<file path="src/rtl/lru_pkg.sv">
package lru_pkg;

    // Outcome of one accepted reference
    typedef enum logic [1:0] {
        KIND_HIT   = 2'd0,
        KIND_FILL  = 2'd1,
        KIND_EVICT = 2'd2
    } ref_kind_e;

    // Registered response presented at the ports
    typedef struct packed {
        logic hit;
        logic fault;
        logic evict;
    } resp_t;

    localparam resp_t RESP_NONE = '{hit: 1'b0, fault: 1'b0, evict: 1'b0};

    function automatic ref_kind_e classify(input logic resident, input logic all_full);
        if (resident)      return KIND_HIT;
        else if (!all_full) return KIND_FILL;
        else                return KIND_EVICT;
    endfunction

    function automatic resp_t resp_of(input ref_kind_e kind);
        resp_t r;
        r = RESP_NONE;
        case (kind)
            KIND_HIT:   r.hit = 1'b1;
            KIND_FILL:  r.fault = 1'b1;
            default: begin
                r.fault = 1'b1;
                r.evict = 1'b1;
            end
        endcase
        return r;
    endfunction

endpackage

</file>
<file path="src/rtl/lru_counter.sv">
module lru_counter #(
    parameter int W = 16
) (
    input  logic         clk,
    input  logic         rst,
    input  logic         inc,
    output logic [W-1:0] value
);

    always_ff @(posedge clk) begin
        if (rst)      value <= '0;
        else if (inc) value <= value + W'(1);
    end

    // neither the reference clock nor the fault count may wrap
    assert_no_wrap_R7: assert property (@(posedge clk) disable iff (rst)
        inc |-> (value != {W{1'b1}}));

endmodule

</file>
<file path="src/rtl/lru_frame_table.sv">
module lru_frame_table #(
    parameter int NUM_FRAMES = 4,
    parameter int PAGE_W     = 8,
    parameter int TIME_W     = 16,
    localparam int IDX_W     = (NUM_FRAMES > 1) ? $clog2(NUM_FRAMES) : 1
) (
    input  logic                                 clk,
    input  logic                                 rst,
    input  logic [PAGE_W-1:0]                    look_page,
    output logic                                 look_hit,
    output logic [IDX_W-1:0]                     look_idx,
    output logic                                 full,
    output logic [IDX_W-1:0]                     free_idx,
    input  logic                                 wr_en,
    input  logic                                 wr_load,
    input  logic [IDX_W-1:0]                     wr_idx,
    input  logic [PAGE_W-1:0]                    wr_page,
    input  logic [TIME_W-1:0]                    wr_stamp,
    output logic [NUM_FRAMES-1:0][PAGE_W-1:0]    pages,
    output logic [NUM_FRAMES-1:0][TIME_W-1:0]    stamps
);

    logic [NUM_FRAMES-1:0] valid;
    logic [NUM_FRAMES-1:0] match;

    for (genvar g = 0; g < NUM_FRAMES; g++) begin : g_frame
        logic sel;
        assign sel      = wr_en && (wr_idx == IDX_W'(g));
        assign match[g] = valid[g] && (pages[g] == look_page);

        always_ff @(posedge clk) begin
            if (rst) begin
                valid[g]  <= 1'b0;
                pages[g]  <= '0;
                stamps[g] <= '0;
            end else if (sel) begin
                stamps[g] <= wr_stamp;
                if (wr_load) begin
                    valid[g] <= 1'b1;
                    pages[g] <= wr_page;
                end
            end
        end
    end

    // Lowest-index match and lowest-index empty frame
    always_comb begin
        look_hit = 1'b0;
        look_idx = '0;
        free_idx = '0;
        full     = &valid;
        for (int i = NUM_FRAMES - 1; i >= 0; i--) begin
            if (match[i]) begin
                look_hit = 1'b1;
                look_idx = IDX_W'(i);
            end
            if (!valid[i]) free_idx = IDX_W'(i);
        end
    end

    // Newest stamp among valid frames, used only by the checks below
    logic [TIME_W-1:0] newest;
    always_comb begin
        newest = '0;
        for (int i = 0; i < NUM_FRAMES; i++) begin
            if (valid[i] && stamps[i] > newest) newest = stamps[i];
        end
    end

    // every stamp written is strictly newer than all resident stamps
    assert_stamp_fresh_R7: assert property (@(posedge clk) disable iff (rst)
        (wr_en && (|valid)) |-> (wr_stamp > newest));

    // a page is resident in at most one frame
    assert_unique_page_R2: assert property (@(posedge clk) disable iff (rst)
        $onehot0(match));

    // a fill never targets an occupied frame when an empty one exists
    assert_fill_empty_R3: assert property (@(posedge clk) disable iff (rst)
        (wr_en && wr_load && !full) |-> !valid[wr_idx]);

endmodule

</file>
<file path="src/rtl/lru_age_scanner.sv">
module lru_age_scanner #(
    parameter int NUM_FRAMES = 4,
    parameter int TIME_W     = 16,
    localparam int IDX_W     = (NUM_FRAMES > 1) ? $clog2(NUM_FRAMES) : 1
) (
    input  logic                              clk,
    input  logic                              rst,
    input  logic                              start,
    input  logic [NUM_FRAMES-1:0][TIME_W-1:0] stamps,
    output logic                              busy,
    output logic                              done,
    output logic [IDX_W-1:0]                  win_idx
);

    logic [IDX_W-1:0]  pos;
    logic [IDX_W-1:0]  best_idx;
    logic [TIME_W-1:0] best_stamp;
    logic              take;

    assign take    = (pos == '0) || (stamps[pos] < best_stamp);
    assign done    = busy && (pos == IDX_W'(NUM_FRAMES - 1));
    assign win_idx = take ? pos : best_idx;

    always_ff @(posedge clk) begin
        if (rst) begin
            busy       <= 1'b0;
            pos        <= '0;
            best_idx   <= '0;
            best_stamp <= '0;
        end else if (!busy) begin
            if (start) begin
                busy <= 1'b1;
                pos  <= '0;
            end
        end else if (done) begin
            busy <= 1'b0;
            pos  <= '0;
        end else begin
            pos        <= pos + IDX_W'(1);
            best_idx   <= win_idx;
            best_stamp <= take ? stamps[pos] : best_stamp;
        end
    end

    // Cycle counter kept only for the length check
    logic [IDX_W:0] span;
    always_ff @(posedge clk) begin
        if (rst || !busy) span <= '0;
        else              span <= span + (IDX_W+1)'(1);
    end

    // a scan lasts exactly NUM_FRAMES cycles
    assert_scan_bound_R4: assert property (@(posedge clk) disable iff (rst)
        busy |-> (span < (IDX_W+1)'(NUM_FRAMES)));
    assert_scan_end_R4: assert property (@(posedge clk) disable iff (rst)
        done |=> !busy);
    assert_scan_cont_R4: assert property (@(posedge clk) disable iff (rst)
        (busy && !done) |=> busy);

endmodule

</file>
<file path="src/rtl/lru_victim_select.sv">
module lru_victim_select
    import lru_pkg::*;
#(
    parameter int NUM_FRAMES = 4,
    parameter int PAGE_W     = 8,
    parameter int TIME_W     = 16,
    parameter int FCNT_W     = 16
) (
    input  logic              clk,
    input  logic              rst,
    input  logic              ref_valid,
    input  logic [PAGE_W-1:0] ref_page,
    output logic              ref_ready,
    output logic              hit,
    output logic              fault,
    output logic              victim_valid,
    output logic [PAGE_W-1:0] victim_page,
    output logic [FCNT_W-1:0] fault_count
);

    localparam int IDX_W = (NUM_FRAMES > 1) ? $clog2(NUM_FRAMES) : 1;

    logic                              accept;
    logic                              look_hit, full;
    logic [IDX_W-1:0]                  look_idx, free_idx, win_idx;
    logic                              scan_busy, scan_done, scan_start;
    logic [NUM_FRAMES-1:0][PAGE_W-1:0] pages;
    logic [NUM_FRAMES-1:0][TIME_W-1:0] stamps;
    logic [TIME_W-1:0]                 clock_now;
    logic [PAGE_W-1:0]                 pend_page;
    logic [TIME_W-1:0]                 pend_stamp;
    logic                              wr_en, wr_load;
    logic [IDX_W-1:0]                  wr_idx;
    logic [PAGE_W-1:0]                 wr_page;
    logic [TIME_W-1:0]                 wr_stamp;
    ref_kind_e                         kind;
    resp_t                             resp_next, resp_q;

    assign ref_ready = !scan_busy;
    assign accept    = ref_valid && ref_ready;
    assign kind      = classify(look_hit, full);

    lru_frame_table #(
        .NUM_FRAMES(NUM_FRAMES), .PAGE_W(PAGE_W), .TIME_W(TIME_W)
    ) u_table (
        .clk(clk), .rst(rst),
        .look_page(ref_page), .look_hit(look_hit), .look_idx(look_idx),
        .full(full), .free_idx(free_idx),
        .wr_en(wr_en), .wr_load(wr_load), .wr_idx(wr_idx),
        .wr_page(wr_page), .wr_stamp(wr_stamp),
        .pages(pages), .stamps(stamps)
    );

    lru_age_scanner #(
        .NUM_FRAMES(NUM_FRAMES), .TIME_W(TIME_W)
    ) u_scan (
        .clk(clk), .rst(rst), .start(scan_start), .stamps(stamps),
        .busy(scan_busy), .done(scan_done), .win_idx(win_idx)
    );

    lru_counter #(.W(TIME_W)) u_clock (
        .clk(clk), .rst(rst), .inc(accept), .value(clock_now)
    );

    lru_counter #(.W(FCNT_W)) u_faults (
        .clk(clk), .rst(rst), .inc(resp_next.fault), .value(fault_count)
    );

    // Table write and response selection
    always_comb begin
        wr_en      = 1'b0;
        wr_load    = 1'b0;
        wr_idx     = '0;
        wr_page    = ref_page;
        wr_stamp   = clock_now;
        scan_start = 1'b0;
        resp_next  = RESP_NONE;
        if (accept) begin
            case (kind)
                KIND_HIT: begin
                    wr_en     = 1'b1;
                    wr_idx    = look_idx;
                    resp_next = resp_of(KIND_HIT);
                end
                KIND_FILL: begin
                    wr_en     = 1'b1;
                    wr_load   = 1'b1;
                    wr_idx    = free_idx;
                    resp_next = resp_of(KIND_FILL);
                end
                default: scan_start = 1'b1;
            endcase
        end else if (scan_done) begin
            wr_en     = 1'b1;
            wr_load   = 1'b1;
            wr_idx    = win_idx;
            wr_page   = pend_page;
            wr_stamp  = pend_stamp;
            resp_next = resp_of(KIND_EVICT);
        end
    end

    always_ff @(posedge clk) begin
        if (rst) begin
            pend_page   <= '0;
            pend_stamp  <= '0;
            resp_q      <= RESP_NONE;
            victim_page <= '0;
        end else begin
            resp_q <= resp_next;
            if (accept) begin
                pend_page  <= ref_page;
                pend_stamp <= clock_now;
            end
            if (resp_next.evict) victim_page <= pages[win_idx];
        end
    end

    assign hit          = resp_q.hit;
    assign fault        = resp_q.fault;
    assign victim_valid = resp_q.evict;

    // an eviction is always reported as a fault
    assert_evict_is_fault_R4: assert property (@(posedge clk) disable iff (rst)
        victim_valid |-> fault);

    // a hit and a fault never appear together
    assert_hit_excl_R2: assert property (@(posedge clk) disable iff (rst)
        hit |-> !fault);

    // the fault count tracks the fault pulses one for one
    assert_count_step_R6: assert property (@(posedge clk) disable iff (rst)
        fault |-> (fault_count == $past(fault_count) + FCNT_W'(1)));
    assert_count_hold_R6: assert property (@(posedge clk) disable iff (rst)
        !fault |-> $stable(fault_count));

    // a miss on a full table closes the handshake on the next cycle
    assert_ready_drop_R4: assert property (@(posedge clk) disable iff (rst)
        (accept && kind == KIND_EVICT) |=> !ref_ready);

endmodule

</file>
<file path="config.mk">
export PLATFORM = sky130hd
export DESIGN_NAME = lru_victim_select
export DESIGN_NICKNAME = d
export VERILOG_FILES = /design/src/rtl/lru_pkg.sv /design/src/rtl/lru_counter.sv /design/src/rtl/lru_frame_table.sv /design/src/rtl/lru_age_scanner.sv /design/src/rtl/lru_victim_select.sv
export SDC_FILE = /design/constraint.sdc
export NUM_CORES = 1
export LEC_CHECK = 0
export ABC_AREA = 1
export BUFFER_PORTS_ARGS = -buffer_cell sky130_fd_sc_hd__buf_2
export CORE_UTILIZATION = 45
export DETAILED_ROUTE_END_ITERATION = 10
export GPL_TIMING_DRIVEN = 0
export PLACE_DENSITY = 0.73
export SYNTH_ARGS = -nofsm -noshare
export SYNTH_HDL_FRONTEND = slang
export SYNTH_SLANG_ARGS = --single-unit
</file>
<file path="constraint.sdc">
create_clock -name clk -period 3.2 [get_ports clk]
set_input_delay 0.32 -clock clk [delete_from_list [all_inputs] [get_ports clk]]
set_output_delay 0.32 -clock clk [all_outputs]
set_load 0.05 [all_outputs]
</file>
# Word-level counts from Yosys, hierarchy flattened
# Cells that the tools add are included.
totals:
  ff_bits: 188
  in_bits: 11
  output_inout_bits: 28
  word_cells: 106
classes:
  n_addsub: 3
  n_lt_le_gt_ge: 3
  n_eq_ne: 9
  muxes: 42
  bitwise: 1
  reduce_logical: 24
ops:
  columns: ["cell", "n"]
  rows:
  - ["16-bit 2-to-1 mux", 3]
  - ["2-bit 2-to-1 mux", 17]
  - ["16-bit by 1-bit adder with 16-bit output, second input constant", 2]
  - ["16-bit binary-select mux with 2-bit select", 1]
  - ["8-bit == test", 4]
  - ["8-bit 2-to-1 mux", 3]
  - ["8-bit binary-select mux with 2-bit select", 1]
  - ["16-bit less-than comparator", 1]
  - ["1-bit 2-to-1 mux", 14]
  - ["1-bit logical AND", 10]
  - ["2-bit AND reduction", 5]
  - ["2-bit == test, second input constant", 3]
  - ["2-bit logical NOT", 3]
  - ["2-bit by 3-bit less-than comparator with 1-bit output, second input constant", 2]
  - ["3-bit one-hot mux with 2 select lines", 1]
  - ["2-bit by 1-bit == test with 1-bit output, second input constant", 2]
  - ["2-bit one-hot mux with 2 select lines", 1]
  - ["4-bit AND reduction", 1]
  - ["3-bit 2-to-1 mux", 1]
  - ["3-bit AND reduction", 1]
  - ["2-bit by 1-bit adder with 2-bit output, second input constant", 1]
  - ["2-bit nonzero test", 1]
  - ["2-bit OR reduction", 1]
  - ["1-bit logical NOT", 1]
  - ["other kinds (2)", 2]

# Longest topological paths before layout
logic_depth:
  depth_word: 13
  ltp_mapped: 24

# Cells and area by module
# A second synthesis with hierarchy kept.
unflattened:
  cells_unflattened: 1407
  area_unflattened_um2: 9576.7
modules_own_cells:
  columns: ["mod", "n_inst", "cells_each", "area_per_inst_um2"]
  rows:
  - ["lru_frame_table", 1, 567, 4235.3]
  - ["lru_victim_select", 1, 311, 1954.4]
  - ["lru_counter", 2, 126, 847.1]
  - ["lru_age_scanner", 1, 277, 1692.9]

# Worst setup path after synthesis
# No wires, ideal clock.
synth_path:
  kind: "register to register"
  start: "reg u_scan.pos[1]"
  end: "reg u_table.pages[12] (netlist name)"
  arrival_time_ps: 2747
  required_ps: 3090
  path_slack_ps: 343
  path_stages_with_launch: 23
  n_path_buf: 4
  path_cell_list: "dfxtp_1 -> clkbuf_2 -> inv_2 -> clkbuf_1 -> o21ai_0 -> o22ai_1 -> ha_1 -> a21oi_1 -> nor2_1 -> a211oi_1 -> nand2_1 -> nand2_1 -> nand2_1 -> nand2_1 -> nand2_1 -> nand3_1 -> nand2_2 -> buf_6 -> nor2_4 -> buf_4 -> nand3_1 -> nand2_1 -> nor2_1"
synth_via:
  elab_chain_cells: 10
  word_cells_on_any_way: 18
  cone_classes: "order compare: 1; eq/ne: 2; mux: 10; reduce/logical: 5"
synth_rtl:
  columns: ["item", "line_no", "text"]
  rows:
  - ["start, declared", "lru_age_scanner.sv:15", "logic [IDX_W-1:0] pos;"]
  - ["start signal, assigned", "lru_age_scanner.sv:39", "pos <= pos + IDX_W'(1);"]
  - ["16-bit binary-select mux with 2-bit select", "lru_age_scanner.sv:20", "assign take = (pos == '0) || (stamps[pos] < best_stamp);"]
  - ["16-bit 2-to-1 mux (not written as such)", "lru_age_scanner.sv:20", null]
  - ["16-bit less-than comparator", "lru_age_scanner.sv:20", null]
  - ["1-bit logical OR", "lru_age_scanner.sv:20", null]
  - ["2-bit 2-to-1 mux", "lru_age_scanner.sv:22", "assign win_idx = take ? pos : best_idx;"]
  - ["2-bit 2-to-1 mux", "lru_victim_select.sv:93", "end else if (scan_done) begin"]
  - ["2-bit 2-to-1 mux", "lru_victim_select.sv:78", "if (accept) begin"]
  - ["2-bit by 1-bit == test with 1-bit output", "lru_frame_table.sv:28", "assign sel = wr_en && (wr_idx == IDX_W'(g));"]
  - ["1-bit logical AND", "lru_frame_table.sv:28", null]
  - ["2-bit AND reduction (no line)", null, null]
  - ["end signal, assigned by index", "lru_frame_table.sv:40", "pages[g] <= wr_page;"]
  - ["end, declared", "lru_frame_table.sv:19", "output logic [NUM_FRAMES-1:0][PAGE_W-1:0] pages,"]
# Parallel ways exist; a longest one is shown, timed or not. The select of a mux whose other input is x is not followed.
# A chain may end at the register's enable or synchronous reset.

# Worst setup path in the final report
layout_path:
  start: "reg u_scan.pos[0]"
  end: "reg u_table.stamps[16] (netlist name)"
layout_via:
  elab_chain_cells: 9
  word_cells_on_any_way: 16
  cone_classes: "order compare: 1; eq/ne: 2; mux: 9; reduce/logical: 4"
layout_rtl:
  columns: ["item", "line_no", "text"]
  rows:
  - ["16-bit binary-select mux with 2-bit select", "lru_age_scanner.sv:20", null]
  - ["16-bit 2-to-1 mux (not written as such)", "lru_age_scanner.sv:20", null]
  - ["16-bit less-than comparator", "lru_age_scanner.sv:20", null]
  - ["1-bit logical OR", "lru_age_scanner.sv:20", null]
  - ["2-bit 2-to-1 mux", "lru_age_scanner.sv:22", null]
  - ["2-bit 2-to-1 mux", "lru_victim_select.sv:93", null]
  - ["2-bit 2-to-1 mux", "lru_victim_select.sv:78", null]
  - ["2-bit by 1-bit == test with 1-bit output", "lru_frame_table.sv:28", null]
  - ["1-bit logical AND", "lru_frame_table.sv:28", null]
  - ["end signal, assigned by index", "lru_frame_table.sv:37", "stamps[g] <= wr_stamp;"]
  - ["end, declared", "lru_frame_table.sv:20", "output logic [NUM_FRAMES-1:0][TIME_W-1:0] stamps"]
# Parallel ways exist; a longest one is shown, timed or not. The select of a mux whose other input is x is not followed.

==> reports/metrics.yaml <==
finalCritPeriodShare: 0.957
pre_cts_ws_ns: -0.568
root_buffer: "clkbuf_16"
initial_core_util: 0.462
cts_tree: "yes"
path_max_fanout: 10
fin_nets: 1428
crit_path_end_kind: "flip-flop"
grt_pass1_vias: 7842
fp-row-count: 51
start_kind: "flip-flop"
cts_max_level: 4
final-max-slew-violation-count: 0
cts_buffer_depth: 2
fmax_mhz: 327
stdcell_count: 1676
synth.distinct_cells: 40
drive_gt1_frac: 0.123
tns_ns: 0
path_common_cell: "nand2_1"
outcome: "completed"
synth_edf_count: 0
critPathSlowestCell: "dfxtp_4"
coreArea_sq_um: 19600
grt_max_degree: 18
placed_cell_area_sq_um: 9570
die_area_sq_um: 20700
synth-seq-cells: 188
leakage_nw: 4.67
clk_latency_ns: 0.45
finalSetupViolCount: 0
worstSetupPathType: "reg2reg"
final_area_sq_um: 10800
ios: 39
tightest_slew_ns: 0.916
cp.required_ns: 3.57
antenna_left: 0
drv_cap: 0
synth_nets: 1356
fin_ws_ns: 0.138
critical_path.top_delay_family: "simple AND/OR/NAND/NOR gates"
yosys.area.top_type: "dfxtp_1"
antenna_found_initial: 0
yosysWarnings: 0
syn_area_per_cell_sq_um: 6.83
synthCells: 1326
cts_sinks: 188
power.total_mw: 5.19
worst-path-buf-inv: 4
dp_hpwl_mm: 18.4
finalHoldViolCount: 0
synth_common_cells: "240 x nor2_1, 224 x nand2_1, 188 x dfxtp_1, 166 x o21ai_0, 141 x inv_1"
synth_area_sq_um: 9050
hold_path.class: "in2reg"
post-route-util: 0.550
slew_headroom: 0.389
dieHeight_microns: 144
yosysMostFrequentCell: "nor2_1"
port_buffers: 36
wirelength_mm: 26.2
rsz0062_at_grt: "yes"
peakVddDrop_mv: 0.395
period_needed_ns: 3.06
power.density_nw_per_um2: 482
grt_usage: 0.253
arrival_ns: 3.44
drt_first_iter_violations: 873
die_x_microns: 144
hold_slack_ns: 0.270
skew_ns: 0.0100
synth_top_flop_cell: "dfxtp_1"
avgRoutedWirePerCell_microns: 15.6
num_vias: 8915
diodes: 0
max_stage_delay_ns: 0.42
viasPerCell: 5.32
async_reset_ff_frac: 0
cts_buffers: 17
drtPass1Iterations: 5
drc: 0
grt_pass1_wl_mm: 40.4
crit_chain: "clkbuf_2, o21ai_0, o22ai_1, ha_1, nand2_1, nand2_1, nand2_1, nand2_1, nand2_1, nand2_1, nand2_1, nand2_2, nand2_4, nand2_4, nand3_4, nand2_4, buf_12, nor2_4, buf_6, buf_12, nor2_1, nor2_1"
overflow: 0
routabilityCongestion: 0.893
yosysSeqAreaShare: 0.416
syn2layout_area_growth_pct: 18.9
synth_top_area_share: 0.416
dp.cells: 1627
synth.area.top_cells: "dfxtp_1 42%, nor2_1 9.9%, nand2_1 9.3%"
clk_pin_slew_worst_paths_ns: 0.07
fillers: 1871
## kinds of logic after synthesis
logic type	share of synthesized area
AND/OR/NAND/NOR	0.258
XOR/XNOR	0.0145
flip-flops	0.416
AO/OA/AOI/OAI	0.189
multiplexers	0.00111
adder cells (fa/ha/maj)	0.0263
buffers and inverters	0.0963
## power breakdown
group          switching [mW]  internal [mW]
clock                   0.994           1.40
combinational           0.251          0.119
sequential             0.0344           2.39
total                    1.28           3.91
## final timing paths
check,slack [ns],cells after the start,start,end
worst min register to register,0.47,2,u_scan.best_stamp[15],u_scan.best_stamp[15]
worst min-delay path,0.27,3,ref_page[3],pend_page[3]
worst max-delay path,0.14,22,u_scan.pos[0],u_table.stamps[16]
worst max register to register,0.14,22,u_scan.pos[0],u_table.stamps[16]
## repair_timing
| action | in CTS | in global routing |
|---|---|---|
| setup endpoints to repair | 126 | 118 |
| setup buffers | 7 | 7 |
| hold buffers | 0 | 0 |
| gates cloned | 0 | 4 |
| pin swaps | 3 | 12 |
| gates resized for setup | 32 | 106 |
## flip-flops by register name (all words and copies together), names as in the netlist, 4 cells and up
| name | count |
|---|---|
| pend_page | 8 |
| u_faults.value | 16 |
| u_scan.best_stamp | 16 |
| pend_stamp | 16 |
| victim_page | 8 |
| u_table.valid | 4 |
| u_table.stamps | 64 |
| u_table.pages | 32 |
| u_clock.value | 16 |
## layer usage
metal	vias up	share of wire	GRT usage
met4	0	0.022	0.0868
li1	4458	-	-
met5	-	0	0
met3	47	0.074	0.0493
met1	4079	0.46	0.355
met2	331	0.45	0.385
## placed cells by master, fill, tap and decap left out, types with 32 or more instances in the layout
master | Yosys | layout
o21ai_0 | 166 | 143
nand2_1 | 224 | 217
inv_1 | 141 | 141
a21oi_1 | 85 | 83
buf_2 | 8 | 41
clkbuf_1 | 43 | 32
nor2_1 | 240 | 234
nand3_1 | 52 | 47
dfxtp_1 | 188 | 186
## final cells by class
class / count / area [sq um] / share of cell area
multi-input cells: 920 / 4670 / 0.434
flip-flops and latches: 188 / 3770 / 0.350
clock inverters: 15 / 235 / 0.0218
well taps: 265 / 332 / 0.0308
inverters: 151 / 584 / 0.0543
clock buffers: 17 / 425 / 0.0395
plain buffers: 67 / 392 / 0.0364
repair buffers: 53 / 357 / 0.0331
## tightest hold or removal path: cells and delay by family
family | cells | cell delay, ns
AOI/OAI and AO/OA | 1 | 0.07
buffers and inverters | 2 | 0.27
No activity file was read; power rests on OpenSTA's default activity.
